### src/rtl/core_pkg.sv
package core_pkg;

    localparam int DW      = 16;
    localparam int IW      = 16;
    localparam int REG_N   = 8;
    localparam int SEL_W   = $clog2(REG_N);
    localparam int FN_W    = 5;
    localparam int PC_IDX  = REG_N - 1;

    localparam logic [IW-1:0] FETCH_WORD = 16'hBF80;

    typedef enum logic [1:0] {
        CIN_ONE  = 2'b00,
        CIN_CY   = 2'b01,
        CIN_EQ   = 2'b10,
        CIN_ZERO = 2'b11
    } cin_sel_e;

    typedef struct packed {
        logic             rd;
        logic             wr;
        logic [SEL_W-1:0] asel;
        logic [SEL_W-1:0] bsel;
        logic             latch_n;
        cin_sel_e         cin;
        logic [FN_W-1:0]  fn;
    } ctrl_t;

    typedef enum logic {
        PH_FETCH = 1'b0,
        PH_EXEC  = 1'b1
    } phase_e;

    typedef struct packed {
        logic cy;
        logic eq;
    } flags_t;

    localparam logic [3:0] AR_INC  = 4'h0;
    localparam logic [3:0] AR_ADD  = 4'h1;
    localparam logic [3:0] AR_SUB  = 4'h2;
    localparam logic [3:0] LG_AND  = 4'h0;
    localparam logic [3:0] LG_OR   = 4'h1;
    localparam logic [3:0] LG_XOR  = 4'h2;
    localparam logic [3:0] LG_NOTA = 4'h3;
    localparam logic [3:0] LG_PASB = 4'h4;

    function automatic logic pick_cin(cin_sel_e sel, flags_t f);
        case (sel)
            CIN_ONE:  return 1'b1;
            CIN_CY:   return f.cy;
            CIN_EQ:   return f.eq;
            default:  return 1'b0;
        endcase
    endfunction

    // Logic mode reuses the carry select as a write-back condition.
    function automatic logic wb_allowed(ctrl_t c, flags_t f);
        if (!c.fn[FN_W-1]) return 1'b1;
        case (c.cin)
            CIN_ONE:  return 1'b1;
            CIN_CY:   return f.cy;
            CIN_EQ:   return f.eq;
            default:  return 1'b0;
        endcase
    endfunction

endpackage

### src/rtl/core_alu.sv
module core_alu
    import core_pkg::*;
#(
    parameter int W = DW
) (
    input  logic [W-1:0]    a_i,
    input  logic [W-1:0]    b_i,
    input  logic            cin_i,
    input  logic [FN_W-1:0] fn_i,
    output logic [W-1:0]    y_o,
    output logic            cout_o
);
    logic [W-1:0] opnd;
    logic [W:0]   sum;
    logic [W-1:0] lres;

    always_comb begin
        case (fn_i[3:0])
            AR_ADD:  opnd = b_i;
            AR_SUB:  opnd = ~b_i;
            default: opnd = '0;
        endcase
        sum = {1'b0, a_i} + {1'b0, opnd} + {{W{1'b0}}, cin_i};
    end

    always_comb begin
        case (fn_i[3:0])
            LG_AND:  lres = a_i & b_i;
            LG_OR:   lres = a_i | b_i;
            LG_XOR:  lres = a_i ^ b_i;
            LG_NOTA: lres = ~a_i;
            LG_PASB: lres = b_i;
            default: lres = a_i;
        endcase
    end

    assign y_o    = fn_i[FN_W-1] ? lres : sum[W-1:0];
    assign cout_o = fn_i[FN_W-1] ? 1'b0 : sum[W];

endmodule

### src/rtl/core_regfile.sv
module core_regfile
    import core_pkg::*;
#(
    parameter int W = DW,
    parameter int N = REG_N,
    localparam int AW = $clog2(N)
) (
    input  logic          clk,
    input  logic          rst,
    input  logic [AW-1:0] ra_sel_i,
    input  logic [AW-1:0] rb_sel_i,
    output logic [W-1:0]  ra_o,
    output logic [W-1:0]  rb_o,
    input  logic          alu_we_i,
    input  logic [AW-1:0] alu_sel_i,
    input  logic [W-1:0]  alu_data_i,
    input  logic          ld_we_i,
    input  logic [AW-1:0] ld_sel_i,
    input  logic [W-1:0]  ld_data_i
);
    logic [W-1:0] regs [N];

    assign ra_o = regs[ra_sel_i];
    assign rb_o = regs[rb_sel_i];

    // Memory load port wins over the ALU port on the same register.
    always_ff @(posedge clk) begin
        for (int i = 0; i < N; i++) begin
            if (rst)
                regs[i] <= '0;
            else if (ld_we_i && ld_sel_i == AW'(i))
                regs[i] <= ld_data_i;
            else if (alu_we_i && alu_sel_i == AW'(i))
                regs[i] <= alu_data_i;
        end
    end

    // loaded data survives a same-register ALU write
    a_r3_load_wins: assert property (@(posedge clk) disable iff (rst)
        (ld_we_i && alu_we_i && ld_sel_i == alu_sel_i)
        |=> regs[$past(ld_sel_i)] == $past(ld_data_i));

    // with no write enabled, the selected register keeps its value
    a_r9_no_write_holds: assert property (@(posedge clk) disable iff (rst)
        (!ld_we_i && !alu_we_i) |=> regs[$past(ra_sel_i)] == $past(ra_o));

endmodule

### src/rtl/core_seq.sv
module core_seq
    import core_pkg::*;
#(
    parameter int W = DW
) (
    input  logic         clk,
    input  logic         rst,
    input  logic [W-1:0] rdata_i,
    input  logic [W-1:0] alu_y_i,
    input  logic         alu_cout_i,
    output ctrl_t        ctrl_o,
    output logic         cin_o,
    output logic         alu_we_o,
    output logic         ld_we_o,
    output logic         fetch_o
);
    phase_e        phase;
    logic [IW-1:0] ir;
    flags_t        flags;

    assign fetch_o  = (phase == PH_FETCH);
    assign ctrl_o   = fetch_o ? ctrl_t'(FETCH_WORD) : ctrl_t'(ir);
    assign cin_o    = pick_cin(ctrl_o.cin, flags);
    assign alu_we_o = fetch_o ? 1'b1 : wb_allowed(ctrl_o, flags);
    assign ld_we_o  = !fetch_o && ctrl_o.rd;

    always_ff @(posedge clk) begin
        if (rst) begin
            phase <= PH_FETCH;
            ir    <= '0;
            flags <= '0;
        end else begin
            phase <= fetch_o ? PH_EXEC : PH_FETCH;
            if (fetch_o)
                ir <= rdata_i[IW-1:0];
            if (!ctrl_o.latch_n) begin
                flags.cy <= alu_cout_i;
                flags.eq <= (alu_y_i == '0);
            end
        end
    end

    // phases alternate
    a_r2_fetch_then_exec: assert property (@(posedge clk) disable iff (rst)
        (phase == PH_FETCH) |=> (phase == PH_EXEC));
    a_r2_exec_then_fetch: assert property (@(posedge clk) disable iff (rst)
        (phase == PH_EXEC) |=> (phase == PH_FETCH));

    // flags hold while the latch bit is high
    a_r8_flags_hold: assert property (@(posedge clk) disable iff (rst)
        ctrl_o.latch_n |=> $stable(flags));

    // logic mode with select 11 never writes back
    a_r9_inhibit: assert property (@(posedge clk) disable iff (rst)
        (phase == PH_EXEC && ir[4] && ir[6:5] == 2'b11) |-> !alu_we_o);

endmodule

### src/rtl/mini_core.sv
module mini_core
    import core_pkg::*;
#(
    parameter int W = DW
) (
    input  logic         clk,
    input  logic         rst,
    input  logic [W-1:0] mem_rdata,
    output logic [W-1:0] mem_addr,
    output logic [W-1:0] mem_wdata,
    output logic         mem_rd,
    output logic         mem_wr,
    output logic         fetch_phase
);
    ctrl_t        ctrl;
    logic         cin;
    logic         alu_we;
    logic         ld_we;
    logic [W-1:0] ra;
    logic [W-1:0] rb;
    logic [W-1:0] alu_y;
    logic         alu_cout;

    core_seq #(.W(W)) u_seq (
        .clk        (clk),
        .rst        (rst),
        .rdata_i    (mem_rdata),
        .alu_y_i    (alu_y),
        .alu_cout_i (alu_cout),
        .ctrl_o     (ctrl),
        .cin_o      (cin),
        .alu_we_o   (alu_we),
        .ld_we_o    (ld_we),
        .fetch_o    (fetch_phase)
    );

    core_regfile #(.W(W), .N(REG_N)) u_rf (
        .clk        (clk),
        .rst        (rst),
        .ra_sel_i   (ctrl.asel),
        .rb_sel_i   (ctrl.bsel),
        .ra_o       (ra),
        .rb_o       (rb),
        .alu_we_i   (alu_we),
        .alu_sel_i  (ctrl.asel),
        .alu_data_i (alu_y),
        .ld_we_i    (ld_we),
        .ld_sel_i   (ctrl.bsel),
        .ld_data_i  (mem_rdata)
    );

    core_alu #(.W(W)) u_alu (
        .a_i    (ra),
        .b_i    (rb),
        .cin_i  (cin),
        .fn_i   (ctrl.fn),
        .y_o    (alu_y),
        .cout_o (alu_cout)
    );

    assign mem_addr  = ra;
    assign mem_wdata = rb;
    assign mem_rd    = ctrl.rd;
    assign mem_wr    = ctrl.wr;

    // a fetch cycle reads and never writes
    a_r1_fetch_strobes: assert property (@(posedge clk) disable iff (rst)
        fetch_phase |-> (mem_rd && !mem_wr));

    // the fetch address advances by one across a straight-line execute
    a_r2_pc_step: assert property (@(posedge clk) disable iff (rst)
        fetch_phase |=> (mem_addr == $past(mem_addr) + W'(1)) || (ctrl.asel != 3'(PC_IDX)));

endmodule

### config.mk
export PLATFORM = sky130hd
export DESIGN_NAME = mini_core
export DESIGN_NICKNAME = d
export VERILOG_FILES = /design/src/rtl/core_pkg.sv /design/src/rtl/core_alu.sv /design/src/rtl/core_regfile.sv /design/src/rtl/core_seq.sv /design/src/rtl/mini_core.sv
export SDC_FILE = /design/constraint.sdc
export NUM_CORES = 1
export LEC_CHECK = 0
export ABC_AREA = 1
export BUFFER_PORTS_ARGS = -buffer_cell sky130_fd_sc_hd__buf_2
export CAP_MARGIN = 10
export CORE_MARGIN = 2
export CORE_UTILIZATION = 51
export CTS_CLUSTER_DIAMETER = 100
export DETAILED_ROUTE_END_ITERATION = 10
export GPL_TIMING_DRIVEN = 0
export PLACE_DENSITY = 0.69
export SYNTH_ARGS = -nofsm -noshare
export SYNTH_HDL_FRONTEND = slang
export SYNTH_SLANG_ARGS = --single-unit
### constraint.sdc
create_clock -name clk -period 4.6 [get_ports clk]
set_clock_uncertainty 0.1 [all_clocks]
set_input_delay 0.69 -clock clk [delete_from_list [all_inputs] [get_ports clk]]
set_output_delay 0.69 -clock clk [all_outputs]
set_load 0.02 [all_outputs]
==> reports/metrics.csv <==
stage,metric,value,unit
die,initial_core_util,51.7,%
sta,setup_slack,0.164,ns
drt,first_pass_iters,7,
clocking,clock_path_buffers,2,
critical_path,worstSetupPathType,reg -> reg,
cells_and_area,stdcell_count,1751,
cells_and_area,utilization,58.1,%
grt,grt_pass1_wl,61.9,mm
grt,grt_max_degree,17,
placement,pre_cts_slack,-0.359,ns
synth,ys_top_cells_by_area,"edfxtp_1 (36%), nand2_1 (10%), o22ai_1 (9.6%)",
synth,async_flop_share,0,%
grt,antenna_found_initial,0,
die,core,20900,um^2
critical_path,crit_arrival,4.49,ns
clocking,cts_buffers,17,
synth,yosysMostFrequentCell,nand2_1,
synth,synth.cells.most_frequent,"nand2_1 (287), o22ai_1 (166), inv_1 (151), nor2_1 (151), edfxtp_1 (128)",
drt,routed_via_density,6.36,
outcome,outcome,finished clean,
synth,syn_nets,1448,
placement,io_buffers,52,
die,io-pin-count,53,
critical_path,crit_path_start_kind,flop,
synth,syn_avg_cell_area,7.81,um^2
cells_and_area,syn_to_final_growth,12.5,%
grt,grt-ovfl-total,0,
critical_path,worstPathRequired,4.65,ns
synth,synth-warning-count,0,
clocking,cts_tree,yes,
cells_and_area,drive_above_1_share,15.4,%
power_and_ir_drop,power,4.65,mW
clocking,clock_sinks,147,
drt,wire_per_inst,24.7,um
drt,drt_iter0_markers,1675,
critical_path,end_kind,flop,
grt,grt_busiest_layer,met2,
synth,synth-edff-count,128,
synth,ys_seq_elements,147,
sta,setup_violations,0,
placement,place_congestion,1.02,
synth,netlist_area,10800,um^2
grt,grt_use_met1,49.1,%
grt,grt_use_met2,60.6,%
grt,use_met3,10.6,%
synth,synth_top_area_cell,edfxtp_1,
die,die_x,149,um
sta,final_max_slew_viol_count,0,
die,rows,53,
sta,worstMarginPinSlew,1.22,ns
worst_hold_path,hp-class,reg -> reg,
synth,synth.distinct_cells,55,
placement,dp_hpwl,30.2,mm
grt,grt_use_total,38.6,%
drt,wl,43.3,mm
grt,grt_pass1_vias,10100,
drt,drc,0,
clocking,htreeDepth,4,
sta,fmax,225,MHz
cells_and_area,fin_nets,1531,
drt,via_count,11100,
cells_and_area,antenna_cells,0,
synth,yosysSeqAreaShare,39.2,%
sta,finalHoldViolCount,0,
synth,synth.top_cell.area_share,35.6,%
power_and_ir_drop,peakVddDrop,0.255,mV
clocking,clkTransAtPathRegs,0.07,ns
clocking,clk_latency,0.44,ns
power_and_ir_drop,p_leak,5.37,nW
placement,numPlacedInstances,1708,
run,maxCapViolCount,0,
power_and_ir_drop,p_per_area,383,nW/um^2
die,die_h,149,um
sta,slew_headroom,18.3,%
sta,fin_crit_sh,96.4,%
drt,ant_nets,0,
clocking,cts-root-buf,clkbuf_16,
die,design.die.area,22300,um^2
synth,syn_inst,1381,
sta,period_needed,4.44,ns
synth,synth_ff_type,edfxtp_1,
critical_path,critPathMaxFanout,10,
[sequential cells by signal, summed over array words and instances, names as in the netlist]
signal       cells
u_seq.phase      1
u_seq.ir        16
u_seq.flags      2
u_rf.regs      128
[final cells by class]
type	count	area [um^2]
Tap cell	275	344
Multi-Input combinational cell	990	5590
Buffer	61	360
Fill cell	1944	8750
Sequential cell	147	4230
Clock buffer	19	433
Timing Repair Buffer	64	350
Inverter	183	694
Clock inverter	12	140
[power breakdown]
part / internal (mW) / switching (mW) / total (mW)
combinational: 0.476 / 1.15 / 1.63
sequential: 1.56 / 0.0568 / 1.62
clock: 0.841 / 0.566 / 1.41
total: 2.88 / 1.78 / 4.65
[stage by stage]
stage               hold WS [ns]  setup TNS, ns  instance area (um^2)
finish                     0.389              0                 12100
global route               0.406       -0.00349                 12100
floorplan                  0.344              0                 10800
global placement           0.361          -3.04                 11400
detailed placement         0.362          -2.72                 11400
CTS                        0.379              0                 12000
[repair_timing]
item / CTS / global route
setup buffers: 2 / 10
hold buffers: 0 / 0
setup endpoints to repair: 19 / 15
gates cloned: 0 / 0
pin swaps: 1 / 7
gates resized for setup: 13 / 19
[layer usage]
metal	wire length [um]	part of all wire (%)	vias up
met5	0	0	-
met4	2360	5.4	0
met3	6150	14	175
met2	19300	45	898
met1	15500	36	5094
li1	-	-	4976
[placed cells by master, fill, tap and decap left out, drive strengths merged, types with 8 or more instances in the layout]
cell type,synthesis,final
dfxtp,19,19
clkinv,15,21
a221oi,8,8
clkbuf,30,51
nor2,161,161
or2,8,8
inv,168,168
buf,31,93
ha,48,48
o21ai,88,88
edfxtp,128,128
nand2,314,314
o22ai,166,166
a211oi,8,8
a21oi,36,36
nand3,91,91
o211ai,14,14
nor3,13,13
[worst max-delay path, cell delays in order (launching register included)]
cell,delay [ns]
dfxtp_4,0.39
inv_4,0.20
nor2_4,0.08
nand2_2,0.18
clkbuf_4,0.31
o22ai_1,0.09
or2_2,0.31
o21ai_4,0.26
o21ai_0,0.14
ha_2,0.42
inv_1,0.07
nor3_1,0.27
nand3_1,0.17
nand3_1,0.14
nand3_1,0.07
o211ai_1,0.12
nand2_1,0.11
nand2_1,0.07
nor2_1,0.07
a21oi_4,0.25
inv_1,0.11
nand2_1,0.07
o21ai_0,0.13
[worst paths after layout]
path | slack [ns] | depth (start not counted) | from | to
worst max-delay path | 0.16 | 22 | u_seq.phase | u_rf.regs[3][14]
worst min register to register | 0.39 | 2 | u_seq.flags[1] | u_seq.flags[1]
worst min-delay path | 0.39 | 2 | u_seq.flags[1] | u_seq.flags[1]
worst max register to register | 0.16 | 22 | u_seq.phase | u_rf.regs[3][14]
[cells by family after synthesis]
kind of cell	after synthesis	synth area share, %
and+or+nand+nor	602	25.7
AOI/OAI and AO/OA	339	19.8
buffers and inverters	244	9.65
DFF	147	39.2
adders and majority gates	49	5.75
Power figures use the tool's default switching activity.
